<file path="config.mk">
export PLATFORM = sky130hd
export DESIGN_NAME = rst_clr_seq
export DESIGN_NICKNAME = d
export VERILOG_FILES = /design/src/rtl/rcs_pkg.sv /design/src/rtl/rcs_sync.sv /design/src/rtl/rcs_fall_det.sv /design/src/rtl/rcs_seq_fsm.sv /design/src/rtl/rst_clr_seq.sv
export SDC_FILE = /design/constraint.sdc
export NUM_CORES = 1
export LEC_CHECK = 0
export ABC_AREA = 1
export BUFFER_PORTS_ARGS = -buffer_cell sky130_fd_sc_hd__buf_2
export CORE_UTILIZATION = 54
export CTS_CLUSTER_SIZE = 14
export DETAILED_ROUTE_END_ITERATION = 16
export GPL_ROUTABILITY_DRIVEN = 1
export PLACE_DENSITY = 0.82
export REMOVE_ABC_BUFFERS = 1
export SLEW_MARGIN = 25
export SYNTH_ARGS = -nofsm -noshare
export SYNTH_HDL_FRONTEND = slang
export SYNTH_SLANG_ARGS = --single-unit
</file>
<file path="constraint.sdc">
create_clock -name clk -period 1.5 [get_ports clk]
set_input_delay 0.075 -clock clk [delete_from_list [all_inputs] [get_ports clk]]
set_output_delay 0.075 -clock clk [all_outputs]
set_load 0.02 [all_outputs]
</file>
<file path="src/rtl/rcs_pkg.sv">
package rcs_pkg;
    typedef enum logic [1:0] {
        ST_POR  = 2'd0,
        ST_RST  = 2'd1,
        ST_CLR  = 2'd2,
        ST_IDLE = 2'd3
    } seq_state_e;
endpackage

</file>
<file path="src/rtl/rcs_sync.sv">
module rcs_sync #(
    parameter int W = 1,
    parameter logic [W-1:0] INIT = '0
) (
    input  logic         clk,
    input  logic         rst_n,
    input  logic [W-1:0] d,
    output logic [W-1:0] q
);
    logic [W-1:0] meta;

    always_ff @(posedge clk or negedge rst_n) begin
        if (!rst_n) begin
            meta <= INIT;
            q    <= INIT;
        end else begin
            meta <= d;
            q    <= meta;
        end
    end
endmodule

</file>
<file path="src/rtl/rcs_fall_det.sv">
module rcs_fall_det #(
    parameter int W = 1
) (
    input  logic         clk,
    input  logic         rst_n,
    input  logic [W-1:0] lvl,
    output logic [W-1:0] fall
);
    logic [W-1:0] prev;

    always_ff @(posedge clk or negedge rst_n) begin
        if (!rst_n) prev <= '1;
        else        prev <= lvl;
    end

    for (genvar i = 0; i < W; i++) begin : g_edge
        assign fall[i] = prev[i] & ~lvl[i];
    end
endmodule

</file>
<file path="src/rtl/rcs_seq_fsm.sv">
module rcs_seq_fsm
    import rcs_pkg::*;
#(
    parameter int RST_CYC = 270,
    parameter int CLR_CYC = 35
) (
    input  logic clk,
    input  logic rst_n,
    input  logic rst_fall,
    input  logic clr_fall,
    input  logic queue_en_s,
    output logic idle,
    output logic host_en,
    output logic gain_def_stb,
    output logic offs_def_stb,
    output logic dac_zero_stb,
    output logic dac_clr_stb,
    output logic queue_mode
);
    localparam int MAXC  = (RST_CYC > CLR_CYC) ? RST_CYC : CLR_CYC;
    localparam int CNT_W = $clog2(MAXC + 1);
    localparam logic [CNT_W-1:0] RST_LAST = CNT_W'(RST_CYC - 1);
    localparam logic [CNT_W-1:0] CLR_LAST = CNT_W'(CLR_CYC - 1);

    seq_state_e       state, nxt;
    logic [CNT_W-1:0] cnt, cnt_nxt;
    logic             mode_ld;

    // next state
    always_comb begin
        nxt     = state;
        cnt_nxt = cnt + 1'b1;
        mode_ld = 1'b0;
        unique case (state)
            ST_POR, ST_RST: begin
                if (cnt == RST_LAST) begin
                    nxt     = ST_IDLE;
                    cnt_nxt = '0;
                    mode_ld = 1'b1;
                end
            end
            ST_CLR: begin
                if (rst_fall) begin
                    nxt     = ST_RST;
                    cnt_nxt = '0;
                end else if (cnt == CLR_LAST) begin
                    nxt     = ST_IDLE;
                    cnt_nxt = '0;
                    mode_ld = 1'b1;
                end
            end
            ST_IDLE: begin
                cnt_nxt = '0;
                if (rst_fall)      nxt = ST_RST;
                else if (clr_fall) nxt = ST_CLR;
            end
            default: begin
                nxt     = ST_IDLE;
                cnt_nxt = '0;
            end
        endcase
    end

    // state register
    always_ff @(posedge clk or negedge rst_n) begin
        if (!rst_n) begin
            state      <= ST_POR;
            cnt        <= '0;
            queue_mode <= 1'b0;
        end else begin
            state <= nxt;
            cnt   <= cnt_nxt;
            if (mode_ld) queue_mode <= queue_en_s;
        end
    end

    // outputs
    always_comb begin
        idle         = 1'b0;
        host_en      = 1'b0;
        gain_def_stb = 1'b0;
        offs_def_stb = 1'b0;
        dac_zero_stb = 1'b0;
        dac_clr_stb  = 1'b0;
        unique case (state)
            ST_POR, ST_RST: begin
                gain_def_stb = (cnt == '0);
                offs_def_stb = (cnt == '0);
                dac_zero_stb = (cnt == '0);
            end
            ST_CLR: dac_clr_stb = (cnt == '0);
            ST_IDLE: begin
                idle    = 1'b1;
                host_en = 1'b1;
            end
            default: idle = 1'b0;
        endcase
    end

    AST_RST_FROM_EDGE: assert property (@(posedge clk) disable iff (!rst_n)
        (state == ST_RST && $past(state) != ST_RST) |-> $past(rst_fall));
    AST_RST_RUNS_OUT: assert property (@(posedge clk) disable iff (!rst_n)
        (state == ST_RST && cnt != RST_LAST) |=> (state == ST_RST));
    AST_CLR_FROM_IDLE: assert property (@(posedge clk) disable iff (!rst_n)
        (state == ST_CLR && $past(state) != ST_CLR) |-> ($past(clr_fall) && $past(state) == ST_IDLE));
    AST_CLR_CNT_RANGE: assert property (@(posedge clk) disable iff (!rst_n)
        (state == ST_CLR) |-> (cnt <= CLR_LAST));
    AST_CLR_ABORT: assert property (@(posedge clk) disable iff (!rst_n)
        (state == ST_CLR && rst_fall) |=> (state == ST_RST && cnt == '0));
    AST_MODE_HELD: assert property (@(posedge clk) disable iff (!rst_n)
        (state == ST_IDLE && $past(state) == ST_IDLE) |-> $stable(queue_mode));
endmodule

</file>
<file path="src/rtl/rst_clr_seq.sv">
module rst_clr_seq #(
    parameter int RST_CYC = 270,
    parameter int CLR_CYC = 35
) (
    input  logic clk,
    input  logic por_n,
    input  logic ext_rst_n,
    input  logic ext_clear_n,
    input  logic queue_en,
    input  logic upd_n,
    output logic idle,
    output logic host_en,
    output logic upd_pass,
    output logic gain_def_stb,
    output logic offs_def_stb,
    output logic dac_zero_stb,
    output logic dac_clr_stb,
    output logic queue_mode
);
    localparam int NPIN = 3;

    logic [NPIN-1:0] pin_s;
    logic [1:0]      falls;

    rcs_sync #(.W(NPIN), .INIT(3'b011)) u_sync (
        .clk  (clk),
        .rst_n(por_n),
        .d    ({queue_en, ext_clear_n, ext_rst_n}),
        .q    (pin_s)
    );

    rcs_fall_det #(.W(2)) u_fall (
        .clk  (clk),
        .rst_n(por_n),
        .lvl  (pin_s[1:0]),
        .fall (falls)
    );

    rcs_seq_fsm #(.RST_CYC(RST_CYC), .CLR_CYC(CLR_CYC)) u_fsm (
        .clk         (clk),
        .rst_n       (por_n),
        .rst_fall    (falls[0]),
        .clr_fall    (falls[1]),
        .queue_en_s  (pin_s[2]),
        .idle        (idle),
        .host_en     (host_en),
        .gain_def_stb(gain_def_stb),
        .offs_def_stb(offs_def_stb),
        .dac_zero_stb(dac_zero_stb),
        .dac_clr_stb (dac_clr_stb),
        .queue_mode  (queue_mode)
    );

    assign upd_pass = host_en & ~upd_n;

    AST_UPD_BLOCKED: assert property (@(posedge clk) disable iff (!por_n)
        (!idle) |-> (!upd_pass && !host_en));
endmodule

</file>
==> results by stage <==
Global routing:
- The total global-route track usage is 22.8%.
- The first-pass GRT wire length is ~3200 um.
- The initial antenna violation count is 0.
- The number of global-route vias before repair is 796.
- Summed over all layers, the global routing overflow is 0.
- The pin count of the biggest net entering global routing is 21.

Setup path:
- The largest single stage delay on the critical path is 0.42 ns.
- At the worst endpoint, the required time is 1.42 ns.
- The category of the worst setup path capture point is a primary output.
- The kind of start point of the critical path is a flop.
- Traced cell by cell, the critical path runs through inv_2, nand2_2, nor2_4, nand4_1, nor2_1, buf_4.
- The worst path arrival time is roughly 1.5 ns.
- The critical path in this run is classified as flop to primary output.
- The critical path's slowest cell is sky130_fd_sc_hd__dfrtp_2.
- The cell class contributing the biggest share of worst-path delay is simple AND/OR/NAND/NOR gates.
- In this run the worst path has a maximum fanout of 2.
- The worst path buffer plus inverter count is 2.

Logic synthesis:
- The largest total area in the synthesized netlist belongs to sky130_fd_sc_hd__dfrtp_1.
- The area of the mapped netlist is 976 um2.
- Summing the areas of all compound-gate instances in the mapped netlist gives 7.18% of the synthesized area.
- In this run, synthesis produced a sequential element count of 20.
- The number of synthesized flops with an enable pin is 0.
- A synthesized cell averages just under 9 um2.
- In the synthesized netlist, the cells that appear most often are sky130_fd_sc_hd__nand2_1, sky130_fd_sc_hd__nor2_1, sky130_fd_sc_hd__dfrtp_1.
- By area the synthesized netlist is led by sky130_fd_sc_hd__dfrtp_1, sky130_fd_sc_hd__dfstp_2, sky130_fd_sc_hd__nand2_1.
- After synthesis, flip-flops and latches occupy about 52% of the total area.
- The distinct cell type count after synthesis is 23.
- The synthesized netlist devotes 1.79% of its cell area to XOR and XNOR gates.
- The synthesized instance count is 110.
- Of the total synthesized cell area, the portion taken by AND, OR, NAND and NOR gates is 25.8%.
- The largest family of logic cells by synthesized area is simple AND/OR/NAND/NOR gates.
- The area share of the largest cell type after synthesis is a little over a third.
- The number of warning messages in the yosys log is 0.
- The adder and majority gate portion of the synthesized area is 5.13%.
- The most frequent cell after synthesis is sky130_fd_sc_hd__nand2_1.
- The proportion of synthesized area in mux cells is 0%.
- The predominant post-synthesis flop cell is sky130_fd_sc_hd__dfrtp_1.
- Counting flops with an async set or reset pin after synthesis yields a share of 100%.

Outcome:
- The checks that failed: setup timing.
- The flow ran to the end, but the final reports show violations.

Finish:
- The proportion of layout cells with a drive suffix above 1 is roughly 40%.
- The diode insertion count for antenna repair is 0.
- Summing all non-filler instances in the final layout gives an area of 1260 um2.
- Relative to the synthesized area, the layout overhead comes to 29.4%.
- The count of cells in the finished layout, fillers not included, comes to 164.
- After the last flow step, the layout net total stands at 151.

Power and ir drop:
- The leakage power is 0.638 nW.
- The switching power total is approximately 0.00018 W.
- VDD sags by at most 573 uV.
- Combinational logic is responsible for 3.0% of the overall power.
- The sequential cell fraction of total power is 62.4%.
- Net switching is 20.1% of the power.
- The part of the total power dissipated in the clock network is roughly 35%.
- The design draws between 0.0008 and 0.0009 W.
- For this design the ratio of total power to cell area is 711 nW/um2.
- Cell internal power was estimated by the tool at 0.000716 W.

Drt:
- The total iterations of the first detailed-routing run is 4.
- The count of routing violations after the opening detailed-route iteration is 13.
- Dividing the detail-routed wire length by the instance count gives ~14 um.
- The count of vias placed by the detailed router is 848.
- In the routed design, unresolved DRC markers number 0.
- The count of nets left with antenna violations once routing finished came out at 0.
- The average vias per placed instance is 5.17.
- The total length of routed wires is around 2300 um.

Clock network:
- In this run the number of H-tree levels came out at 1.
- For the worst-skew pair, the clock arrives at the later sink with an insertion delay of 0.30 ns.
- The clock edge transition at the registers on the reported setup and hold paths is ~0.11 ns.
- TritonCTS built the clock tree.
- The buffer cell driving the clock tree root is sky130_fd_sc_hd__clkbuf_4.
- The total CTS buffers is 3.
- Counting along the longest clock path gives a buffer depth of 2.
- The clock drives 20 sinks.

Place:
- In this run the tool buffered the top-level ports with 13 buffer cells.
- Summing all placed instances gives a cell area of 1040 um2.
- The estimated wirelength of the detail-placed design is ~1300 um.
- Counting tap cells, the placed design contains a total of 143 instances.
- The minimum setup slack after placement is just over 0.05 ns.
- The last weighted congestion value of the routability-driven placer is 0.835.

Floorplan:
- The overall die width is 44.5 um.
- The die covers slightly below 2000 um2.
- In this run the vertical extent of the chip is 44.5 um.
- The core region area is 1590 um2.
- The I/O pin total is 14.
- The starting density of the core is 61.2%.
- The number of standard-cell rows in the floorplan is 14.

Timing:
- The actual slew at the worst max-slew pin is 0.432 ns.
- The accumulated negative setup slack is -0.225 ns.
- The highest achievable clock rate is ~0.64 GHz.
- The time the final worst path needs with I/O delays and setup is 1.57 ns.
- For the final database, setup skew stands at between 0.003 and 0.004 ns.
- In this run the tightest slew margin relative to its limit is 71.2%.
- The share of the clock period used by the worst path is 105%.
- The setup slack after layout is -0.0702 ns.
- The final number of hold-violating endpoints is 0.
- The final-report max-slew violation count is 0.
- Setup repair after global routing could not meet its margin everywhere.
- Setup violations remaining at the end of the flow were counted as 5.

Hold path:
- The worst hold-check path type is primary input to asynchronous set/reset pin.

Flow run:
- Max-cap violations in this run came to 0.
## cells by family (layout without fill, tap and decap cells)
group,count (synthesis),after routing
adder cells (fa/ha/maj),4,4
AO/OA/AOI/OAI,13,13
AND/OR/NAND/NOR,55,56
flip-flops,20,20
XOR/XNOR,2,2
buffers and inverters,16,45
## power groups by stage
stage          clock, W  sequential [W]  combinational (W)
6_report       0.000310        0.000560          0.0000269
5_1_grt        0.000326        0.000562          0.0000307
4_1_cts        0.000314        0.000560          0.0000275
3_5_place_dp          0        0.000570          0.0000196
3_3_place_gp          0        0.000569          0.0000190
2_1_floorplan         0        0.000569         0.00000278
## flip-flops by register name, indices dropped and copies added, names as in the netlist
register	cells
u_fsm.state	2
u_sync.meta	3
u_fsm.cnt	9
u_fall.prev	2
u_fsm.queue_mode	1
u_sync.q	3
## cell type report
class	instances	area [um2]
well taps	24	30.0
clock buffers	4	36.3
inverters	12	45.0
fillers	86	332
repair buffers	29	216
flip-flops and latches	20	509
multi-input cells	75	425
## layer usage
| metal | track usage, % | part of all wire (%) |
|---|---|---|
| met2 | 40.0 | 52 |
| met5 | 0 | 0 |
| met3 | 3.27 | 3.1 |
| met1 | 25.1 | 43 |
| met4 | 15.8 | 1.6 |
## cell usage in the layout (no fill, tap or decap)
master                          instances
sky130_fd_sc_hd__nor2_2                 1
sky130_fd_sc_hd__or2_4                  1
sky130_fd_sc_hd__nand4_1                2
sky130_fd_sc_hd__nor2_1                12
sky130_fd_sc_hd__buf_6                  3
sky130_fd_sc_hd__nand2_1               21
sky130_fd_sc_hd__o21ai_0                3
sky130_fd_sc_hd__a21boi_1               2
sky130_fd_sc_hd__inv_1                  5
sky130_fd_sc_hd__xnor2_1                1
sky130_fd_sc_hd__dfrtp_2                1
sky130_fd_sc_hd__nand3b_1               1
sky130_fd_sc_hd__and2_1                 1
sky130_fd_sc_hd__inv_2                  7
sky130_fd_sc_hd__buf_4                 13
sky130_fd_sc_hd__clkbuf_8               1
sky130_fd_sc_hd__dlygate4sd3_1          4
sky130_fd_sc_hd__a21oi_1                7
sky130_fd_sc_hd__ha_1                   4
sky130_fd_sc_hd__nor3_1                 1
sky130_fd_sc_hd__xor2_1                 1
sky130_fd_sc_hd__dfrtp_1               13
sky130_fd_sc_hd__o21ai_1                1
sky130_fd_sc_hd__nand2_2                5
sky130_fd_sc_hd__nor2_4                 3
sky130_fd_sc_hd__clkbuf_4               3
sky130_fd_sc_hd__dfstp_2                6
sky130_fd_sc_hd__buf_2                  9
sky130_fd_sc_hd__nand3_1                6
sky130_fd_sc_hd__nand2_4                2
## worst reg2reg max path: stages, from the launching register on
cell and delay (ns):
sky130_fd_sc_hd__dfrtp_1 0.39, sky130_fd_sc_hd__buf_4 0.14, sky130_fd_sc_hd__ha_1 0.18, sky130_fd_sc_hd__inv_1 0.07, sky130_fd_sc_hd__nor2_2 0.17, sky130_fd_sc_hd__nand2_1 0.10, sky130_fd_sc_hd__o21ai_0 0.22, sky130_fd_sc_hd__nand2_1 0.09
sky130_fd_sc_hd__a21oi_1 0.12
## worst paths after layout
| path | start | to | slack (ns) | cells after the start |
|---|---|---|---|---|
| max in group asynchronous | por_n | u_fall.prev[0] | 0.92 | 2 |
| setup reg to reg | u_fsm.cnt[0] | u_fsm.cnt[8] | -0.05 | 8 |
| hold / removal | por_n | u_fsm.cnt[5] | 0.24 | 2 |
| setup / recovery | u_fsm.cnt[7] | dac_clr_stb | -0.07 | 6 |
| hold reg to reg | u_sync.meta[1] | u_sync.q[1] | 0.36 | 0 |
| min in group clk | u_sync.meta[1] | u_sync.q[1] | 0.36 | 0 |
## per-stage QoR
stage	hold slack (ns)	util [%]
after CTS	0.239	76.8
after global placement	0.0335	65.1
after global routing	0.295	79.2
after detailed placement	0.0373	65.1
after floorplan	-0.221	-
final	0.240	79.2
## repair_timing
item	CTS	global route
gates cloned	0	1
setup endpoints to repair	4	14
setup buffers	11	1
gates resized for setup	12	11
pin swaps	3	4
hold buffers	4	0
hold endpoints to repair	17	0
(Power assumes the default switching activity.)
